$ cat src/rtl/burst_order_pkg.sv
// Shared types for the burst order generator.
// Assumes a two-bit order select at the block boundary.
package burst_order_pkg;
    typedef enum logic [1:0] {
        ORD_LINEAR = 2'b00,
        ORD_WRAP   = 2'b01,
        ORD_PAIR   = 2'b10,
        ORD_MASK   = 2'b11
    } order_e;
endpackage

$ cat src/rtl/burst_beat_ctl.sv
// Beat sequencer: tracks whether a burst is running and which beat is shown.
// Assumes the consumer steps one beat per cycle with adv_i high; a start is
// taken only when no burst is running.
module burst_beat_ctl #(
    parameter int SEL_BITS = 2
) (
    input  logic                clk,
    input  logic                rst_n,
    input  logic                start_i,
    input  logic                adv_i,
    output logic                accept_o,
    output logic                busy_o,
    output logic [SEL_BITS-1:0] cnt_o,
    output logic                first_o,
    output logic                last_o
);
    localparam int BEATS = 1 << SEL_BITS;
    localparam logic [SEL_BITS-1:0] LAST_IDX = SEL_BITS'(BEATS - 1);

    logic                busy_q;
    logic [SEL_BITS-1:0] cnt_q;

    // Accept a start only while idle.
    assign accept_o = start_i & ~busy_q;

    // Busy flag and beat index update.
    always_ff @(posedge clk) begin
        if (!rst_n) begin
            busy_q <= 1'b0;
            cnt_q  <= '0;
        end else if (accept_o) begin
            busy_q <= 1'b1;
            cnt_q  <= '0;
        end else if (busy_q && adv_i) begin
            cnt_q <= cnt_q + 1'b1;
            if (cnt_q == LAST_IDX) busy_q <= 1'b0;
        end
    end

    assign busy_o  = busy_q;
    assign cnt_o   = cnt_q;
    assign first_o = busy_q && (cnt_q == '0);
    assign last_o  = busy_q && (cnt_q == LAST_IDX);

    // an accepted start opens the burst on beat zero.
    p_open_at_zero_r2: assert property (@(posedge clk) disable iff (!rst_n)
        accept_o |=> (busy_o && cnt_o == '0));

    // without advance the beat index holds.
    p_hold_no_adv_r2: assert property (@(posedge clk) disable iff (!rst_n)
        (busy_o && !adv_i) |=> (busy_o && $stable(cnt_o)));

    // advance on the last beat ends the burst.
    p_close_after_last_r10: assert property (@(posedge clk) disable iff (!rst_n)
        (last_o && adv_i) |=> !busy_o);
endmodule

$ cat src/rtl/burst_order_map.sv
// Offset mapper: turns the captured start offset, order and beat index into
// the word offset of the current beat. Purely combinational.
module burst_order_map
    import burst_order_pkg::*;
#(
    parameter int SEL_BITS = 2
) (
    input  order_e                          mode_i,
    input  logic [SEL_BITS-1:0]             soff_i,
    input  logic [SEL_BITS-1:0]             cnt_i,
    input  logic [(SEL_BITS<<SEL_BITS)-1:0] masks_i,
    output logic [SEL_BITS-1:0]             off_o
);
    localparam int BEATS = 1 << SEL_BITS;

    logic [SEL_BITS-1:0] mask_sel;

    // Pick the inversion mask belonging to the current beat.
    always_comb begin
        mask_sel = '0;
        for (int b = 0; b < BEATS; b++) begin
            if (cnt_i == SEL_BITS'(b)) mask_sel = masks_i[b*SEL_BITS +: SEL_BITS];
        end
    end

    // Combine start offset and beat index per the chosen order.
    always_comb begin
        unique case (mode_i)
            ORD_LINEAR: off_o = cnt_i;
            ORD_WRAP:   off_o = soff_i + cnt_i;
            ORD_PAIR:   off_o = soff_i ^ cnt_i;
            ORD_MASK:   off_o = soff_i ^ mask_sel;
            default:    off_o = cnt_i;
        endcase
    end
endmodule

$ cat src/rtl/burst_mask_check.sv
// Mask coverage check: flags a mask set in which any two beats share a mask,
// which means some word would be fetched twice and another never.
module burst_mask_check #(
    parameter int SEL_BITS = 2
) (
    input  logic [(SEL_BITS<<SEL_BITS)-1:0] masks_i,
    output logic                            dup_o
);
    localparam int BEATS = 1 << SEL_BITS;
    localparam int PAIRS = BEATS * BEATS;

    logic [PAIRS-1:0] hit;

    // One comparator per ordered pair with i < j.
    for (genvar i = 0; i < BEATS; i++) begin : g_row
        for (genvar j = 0; j < BEATS; j++) begin : g_col
            if (j > i) begin : g_cmp
                assign hit[i*BEATS+j] =
                    (masks_i[i*SEL_BITS +: SEL_BITS] == masks_i[j*SEL_BITS +: SEL_BITS]);
            end else begin : g_none
                assign hit[i*BEATS+j] = 1'b0;
            end
        end
    end

    assign dup_o = |hit;
endmodule

$ cat src/rtl/burst_order_gen.sv
// Top of the line fill burst order generator. Captures the miss address,
// order and masks on an accepted start, then presents one beat address per
// advance. Assumes a line of 2**SEL_BITS beats of 2**BYTE_BITS bytes.
module burst_order_gen
    import burst_order_pkg::*;
#(
    parameter int ADDR_W    = 32,
    parameter int BYTE_BITS = 3,
    parameter int SEL_BITS  = 2,
    localparam int BEATS    = 1 << SEL_BITS,
    localparam int MASK_W   = SEL_BITS * BEATS,
    localparam int WORD_W   = ADDR_W - BYTE_BITS,
    localparam int LINE_LSB = BYTE_BITS + SEL_BITS
) (
    input  logic                clk,
    input  logic                rst_n,
    input  logic                start_i,
    input  logic [WORD_W-1:0]   start_addr_i,
    input  logic [1:0]          mode_i,
    input  logic [MASK_W-1:0]   mask_i,
    input  logic                adv_i,
    output logic                valid_o,
    output logic [SEL_BITS-1:0] offset_o,
    output logic [ADDR_W-1:0]   beat_addr_o,
    output logic                first_o,
    output logic                last_o,
    output logic                map_err_o
);
    logic                       accept;
    logic                       busy;
    logic [SEL_BITS-1:0]        cnt;
    logic                       dup;
    order_e                     mode_q;
    logic [SEL_BITS-1:0]        soff_q;
    logic [MASK_W-1:0]          masks_q;
    logic [ADDR_W-LINE_LSB-1:0] line_q;
    logic                       err_q;

    burst_beat_ctl #(.SEL_BITS(SEL_BITS)) u_ctl (
        .clk      (clk),
        .rst_n    (rst_n),
        .start_i  (start_i),
        .adv_i    (adv_i),
        .accept_o (accept),
        .busy_o   (busy),
        .cnt_o    (cnt),
        .first_o  (first_o),
        .last_o   (last_o)
    );

    burst_mask_check #(.SEL_BITS(SEL_BITS)) u_chk (
        .masks_i (mask_i),
        .dup_o   (dup)
    );

    burst_order_map #(.SEL_BITS(SEL_BITS)) u_map (
        .mode_i  (mode_q),
        .soff_i  (soff_q),
        .cnt_i   (cnt),
        .masks_i (masks_q),
        .off_o   (offset_o)
    );

    // Capture the burst context on an accepted start.
    always_ff @(posedge clk) begin
        if (!rst_n) begin
            mode_q  <= ORD_LINEAR;
            soff_q  <= '0;
            masks_q <= '0;
            line_q  <= '0;
            err_q   <= 1'b0;
        end else if (accept) begin
            mode_q  <= order_e'(mode_i);
            soff_q  <= start_addr_i[SEL_BITS-1:0];
            masks_q <= mask_i;
            line_q  <= start_addr_i[WORD_W-1:SEL_BITS];
            err_q   <= (order_e'(mode_i) == ORD_MASK) && dup;
        end
    end

    assign valid_o     = busy;
    assign map_err_o   = busy && err_q;
    assign beat_addr_o = {line_q, offset_o, {BYTE_BITS{1'b0}}};

    // the line address does not move inside a burst.
    p_line_fixed_r8: assert property (@(posedge clk) disable iff (!rst_n)
        (valid_o && !(adv_i && last_o)) |=> $stable(beat_addr_o[ADDR_W-1:LINE_LSB]));

    // byte bits of the beat address are zero.
    p_byte_zero_r8: assert property (@(posedge clk) disable iff (!rst_n)
        valid_o |-> (beat_addr_o[BYTE_BITS-1:0] == '0));

    // a start during a burst leaves the running context alone.
    p_ignore_busy_start_r9: assert property (@(posedge clk) disable iff (!rst_n)
        (valid_o && start_i && !(adv_i && last_o)) |=>
            ($stable(soff_q) && $stable(mode_q) && $stable(masks_q)));

    // only mask mode can report an uncovered line.
    p_err_mask_only_r7: assert property (@(posedge clk) disable iff (!rst_n)
        (valid_o && mode_q != ORD_MASK) |-> !map_err_o);

    // the first two beats of a pairwise burst stay in the critical half.
    p_pair_half_first_r5: assert property (@(posedge clk) disable iff (!rst_n)
        (valid_o && mode_q == ORD_PAIR && !cnt[SEL_BITS-1])
            |-> (offset_o[SEL_BITS-1] == soff_q[SEL_BITS-1]));

    // flags only appear while a beat is presented.
    p_flags_need_valid_r2: assert property (@(posedge clk) disable iff (!rst_n)
        (first_o || last_o || map_err_o) |-> valid_o);
endmodule

$ cat config.mk
export PLATFORM = sky130hd
export DESIGN_NAME = burst_order_gen
export DESIGN_NICKNAME = d
export VERILOG_FILES = /design/src/rtl/burst_order_pkg.sv /design/src/rtl/burst_beat_ctl.sv /design/src/rtl/burst_order_map.sv /design/src/rtl/burst_mask_check.sv /design/src/rtl/burst_order_gen.sv
export SDC_FILE = /design/constraint.sdc
export NUM_CORES = 1
export LEC_CHECK = 0
export BUFFER_PORTS_ARGS = -buffer_cell sky130_fd_sc_hd__buf_2
export CAP_MARGIN = 20
export CELL_PAD_IN_SITES_DETAIL_PLACEMENT = 2
export CELL_PAD_IN_SITES_GLOBAL_PLACEMENT = 2
export CORE_MARGIN = 3
export CORE_UTILIZATION = 29
export CTS_CLUSTER_SIZE = 24
export DETAILED_ROUTE_END_ITERATION = 7
export PLACE_DENSITY = 0.85
export SYNTH_ARGS = -nofsm -noshare
export SYNTH_HDL_FRONTEND = slang
export SYNTH_SLANG_ARGS = --single-unit
$ cat constraint.sdc
create_clock -name clk -period 4 [get_ports clk]
set_clock_uncertainty 0.05 [all_clocks]
set_input_delay 0.4 -clock clk [delete_from_list [all_inputs] [get_ports clk]]
set_output_delay 0.4 -clock clk [all_outputs]
set_load 0.05 [all_outputs]
## Word level (Yosys, flattened, before mapping)

Index checks and enable logic that the tools add are counted.

- Memory bits (read-only): 0
- Latch bits: 0
- Memories: 0
- Logic and storage cells: 47
- Memory bits (writable): 0
- Output and inout bits: 38
- Input port bits: 43
- Register bits after elaboration: 43

- Eq/ne operators: 13
- Bitwise operators: 5
- Reductions and logical operators: 12
- Shifts and indexed selects: 0
- Add/sub/neg operators: 2
- $lt $le $gt $ge: 0
- $mul: 0
- Div/mod/pow operators: 0
- Mux-type cells: 8

Operator list:

| operator | count |
|---|---|
| 2-bit equality test | 6 |
| 2-bit equality test (second input constant) | 5 |
| 2-bit 2-to-1 mux | 4 |
| 2-bit one-hot mux with 4 select lines | 1 |
| 6-bit OR reduction | 1 |
| 1-bit logical AND | 5 |
| 2-bit by 1-bit equality test with 1-bit output (second input constant) | 2 |
| 2-bit zero test | 2 |
| 2-bit nonzero test | 2 |
| 2-bit bitwise XOR | 2 |
| 1-bit 2-to-1 mux | 3 |
| 2-bit by 1-bit adder with 2-bit output (second input constant) | 1 |
| 2-bit adder | 1 |
| 1-bit inverter | 2 |
| 2-bit AND reduction | 1 |
| 2-bit OR reduction | 1 |
| 1-bit AND | 1 |

## Logic depth before layout (Yosys ltp)

- Depth after elaboration: 7
- Depth in mapped cells: 7
- Depth with buffers taken out: 6

## Modules after synthesis

A second synthesis with hierarchy kept.

- Cell total of the unflattened synthesis: 203
- Area, all modules: 2133.3 um2

By module, submodules not included:

| module | times used | cells an instance | area an instance (um2) | seq. area each (um2) |
|---|---|---|---|---|
| burst_order_gen | 1 | 137 | 1589.0 | 800.8 |
| burst_order_map | 1 | 30 | 239.0 | 0.0 |
| burst_beat_ctl | 1 | 20 | 175.2 | 60.1 |
| burst_mask_check | 1 | 16 | 130.1 | 0.0 |

## Least setup slack after synthesis

Ideal clock, no wire load.

- Path type: register to output
- Start: register u_ctl.cnt_q[0], in the netlist u_ctl.cnt_o[0]
- End: output port offset_o[0]
- Required time: 3.550 ns
- Arrival time: 3.022 ns
- Setup slack: 0.528 ns
- Path buffers: 1
- Cell stages (with the launch flop): 8
- Cells stage by stage: dfxtp_1 -> inv_1 -> ha_1 -> nor2b_1 -> a2111oi_2 -> mux2i_1 -> a311oi_1 -> buf_4

- Cells in the longest elaborated chain, start to end: 7
- Elaborated cells between the ends (all ways): 12
- Classes of those cells: add/sub: 1; eq/ne: 3; mux: 5; bitwise: 2; reduce/logical: 1

Ends and longest elaborated chain:

| what | RTL line | source |
|---|---|---|
| start: declaration | burst_beat_ctl.sv:21 | `logic [SEL_BITS-1:0] cnt_q;` |
| start signal: assignment | burst_beat_ctl.sv:35 | `cnt_q <= cnt_q + 1'b1;` |
| 2-bit zero test | burst_order_map.sv:22 | `if (cnt_i == SEL_BITS'(b)) mask_sel = masks_i[b*SEL_BITS +: SEL_BITS];` |
| 2-bit 2-to-1 mux (4 in a row) | burst_order_map.sv:22 |  |
| 2-bit bitwise XOR | burst_order_map.sv:32 | `ORD_MASK: off_o = soff_i ^ mask_sel;` |
| 2-bit one-hot mux with 4 select lines (*) | burst_order_map.sv:28 | `unique case (mode_i)` |
| end: declaration | burst_order_gen.sv:23 | `output logic [SEL_BITS-1:0] offset_o,` |

Mark *: on every way between the ends. The rest lies on a longest branch, timed or not.

## Worst setup path after layout

- Start: register u_ctl.cnt_q[0], in the netlist u_ctl.cnt_o[0]
- End: output port beat_addr_o[3]

- Cells in the longest elaborated chain, start to end: 7
- Elaborated cells between the ends (all ways): 12
- Classes of those cells: add/sub: 1; eq/ne: 3; mux: 5; bitwise: 2; reduce/logical: 1

Ends and longest elaborated chain:

| what | RTL line | source |
|---|---|---|
| 2-bit zero test | burst_order_map.sv:22 |  |
| 2-bit 2-to-1 mux (4 in a row) | burst_order_map.sv:22 |  |
| 2-bit bitwise XOR | burst_order_map.sv:32 |  |
| 2-bit one-hot mux with 4 select lines (*) | burst_order_map.sv:28 |  |
| end: declaration | burst_order_gen.sv:24 | `output logic [ADDR_W-1:0] beat_addr_o,` |

Marks and branches as above.

==> results.toml <==
[detailed_routing]
routed_via_density = 4.68
drt_iter0_markers = 79
vias = 1970
wirelength_um = 6340
drc = 0
routedWlPerCell_um = 15.1
route.antenna.remaining_nets = 0
dr.pass1.iters = 4

[floorplan]
rows = 30
start_util_pct = 30.4
core_area_mm2 = 0.00691
die_h_um = 91.1
die_width_um = 91.1
die_area_mm2 = 0.00830
io_pins = 81

[finish]
syn2layout_area_growth_pct = 25.9
fin_area_mm2 = 0.00264
layout.nets = 372
antenna_cells = 0
drive_gt1_share_pct = 28.6

[clock_tree]
htreeDepth = 2
cts.repair.resized = 0
cts_tree = "yes"
clk_latency_ps = 290
clkSinkCount = 43
numCtsBuffers = 5
cts_setup_buffers = 0
cts_root_buffer = "clkbuf_8"
cts.path.max_buffers = 2
ctsHoldBuffers = 0
cts.clk_slew.worst_paths_ps = 80

[worst_setup_path]
path_max_fanout = 7
startpoint_type = "flip-flop"
critPathKind = "flip-flop to primary output"
r2r-start = "u_ctl.busy_o$_SDFFE_PN0P_"
crit_start = "u_ctl.cnt_o[0]$_SDFFE_PP0P_"
cp-end-kind = "primary output"
worstPathArrival_ps = 2340
required_ps = 3550

[place]
dp_hpwl_um = 4840
pre_cts_ws_ps = 1530
portBuffers = 77
placed_area_mm2 = 0.00253
routabilityCongestion = 0.775

[global_route]
first_global_vias = 2094
overflow = 0
grt_usage_pct = 15.3
grt_max_degree = 45
grt_pass1_wl_um = 10300
antenna_found_initial = 0

[timing]
hold_viol = 0
whs_ps = 291
layout_setup_ws_ps = 1210
report.final.slew_viol_count = 0
clock.fmax_mhz = 358
worst_slew_pin_slew_ps = 652
tns_ps = 0
slew_headroom_pct = 56.5
min_period_over_period_pct = 69.8
setup_viol = 0
period_minus_slack_ps = 2790
rsz0062_at_grt = "no"

[status]
status = "completed"

[pwr]
p_int_uw = 677
power_density_mw_per_mm2 = 379
total_power_mw = 1.00
clockPowerShare_pct = 30.8
p_leak_nw = 1.18
switching_share_pct = 32.4
p_comb_share_pct = 22.1
switching_power_uw = 324
peakVddDrop_mv = 0.133
seq_power_share_pct = 47.1

[synthesis]
synth_area_leaders = "dfxtp_1 (41%), nand2_1 (15%), a21boi_1 (10%), xor2_1 (5.4%), a21boi_0 (3.9%)"
synth.top_cell.area_share_pct = 41.0
yosysTopAreaCell = "dfxtp_1"
ys_seq_area_share_pct = 41.0
syn_avg_cell_area_um2 = 8.23
netlist_area_mm2 = 0.00210
synth_cells = 255
yosys_register_bits = 43
yosys_warnings = 0
synthDistinctLibCells = 34

[min_path]
min_path_type = "primary input to flip-flop"
worstHoldStart = "start_addr_i[7]"

[flow_run]
drv_cap = 0
[final timing paths]
check / endpoint / slack [ps] / cells after the start
worst max-delay path: beat_addr_o[3] / 1210 / 7
worst min-delay path: line_q[5]$_SDFFE_PN0P_ / 290 / 3
worst max register to register: line_q[13]$_SDFFE_PN0P_ / 2120 / 4
worst min register to register: line_q[12]$_SDFFE_PN0P_ / 410 / 2
[Yosys cell counts, drive strengths merged]
cell type	n
nand2	86
dfxtp	43
a21boi	39
clkbuf	13
xor2	13
buf	7
o21ai	6
a21oi	5
ha	5
and2	4
inv	4
nor2b	4
mux2i	3
o22ai	3
a2111oi	2
a21bo	2
a311oi	2
nand3b	2
nor2	2
nor3	2
o2111ai	2
a211oi	1
a31o	1
conb	1
nand2b	1
nand3	1
nand4	1
[per-layer routing]
| layer | track usage, % | wire [µm] | up-vias |
|---|---|---|---|
| met4 | 3.77 | 46 | 0 |
| met1 | 18.0 | 2640 | 948 |
| met2 | 26.8 | 3250 | 47 |
| li1 | - | - | 970 |
| met3 | 4.81 | 406 | 5 |
| met5 | 0 | 0 | - |
[cell type report]
type	count	area, µm²
Sequential cell	43	861
Multi-Input combinational cell	190	1130
Fill cell	824	4260
Clock buffer	8	100
Timing Repair Buffer	80	415
Tap cell	96	120
Inverter	4	15.0
[power by group through the flow]
| stage | Sequential (mW) | Combinational, mW | Clock [mW] |
|---|---|---|---|
| after global routing | 0.476 | 0.240 | 0.343 |
| after floorplan | 0.529 | 0.106 | 0 |
| final | 0.471 | 0.221 | 0.308 |
| after CTS | 0.472 | 0.222 | 0.322 |
| after global placement | 0.480 | 0.215 | 0 |
| after detailed placement | 0.482 | 0.221 | 0 |
[critical path, stage by stage (launching register included)]
cell and delay, ps:
dfxtp_1 440, inv_1 110, ha_1 240, nor2b_1 150
a2111oi_2 360, mux2i_1 130, a311oi_1 300, buf_2 320
[layout by cell type, fill, tap and decap left out, drive strengths merged]
cell	n
mux2i	3
nand3	1
a31o	1
and2	4
ha	5
nand2b	1
dfxtp	43
a311oi	2
a2111oi	2
xor2	13
a21oi	5
nand3b	2
a211oi	1
o22ai	3
nor2	2
buf	80
nor2b	4
a21bo	2
a21boi	39
nor3	2
nand2	86
clkbuf	8
conb	3
o2111ai	2
inv	4
o21ai	6
nand4	1
[metrics by stage]
step | std cells | util [%]
2_1_floorplan | 257 | -
3_3_place_gp | 412 | 36.6
3_5_place_dp | 412 | 36.6
4_1_cts | 420 | 38.0
5_1_grt | 421 | 38.3
6_report | 421 | 38.3
[registers in the layout, summed over array words and instances, names as in the netlist]
signal	count
line_q	27
masks_q	8
mode_q	2
soff_q	2
u_ctl.cnt_o	2
err_q	1
u_ctl.busy_o	1
[cell families after synthesis]
| group | after synthesis | synth area share [%] |
|---|---|---|
| AOI/OAI and AO/OA | 63 | 22.9 |
| xor gates and xnor gates | 13 | 5.42 |
| adders and majority gates | 5 | 2.98 |
| buffers and inverters | 24 | 5.60 |
| DFF | 43 | 41.0 |
| muxes | 3 | 1.43 |
| other | 1 | 0.179 |
| and+or+nand+nor | 103 | 20.5 |
(Power assumes the default switching activity.)
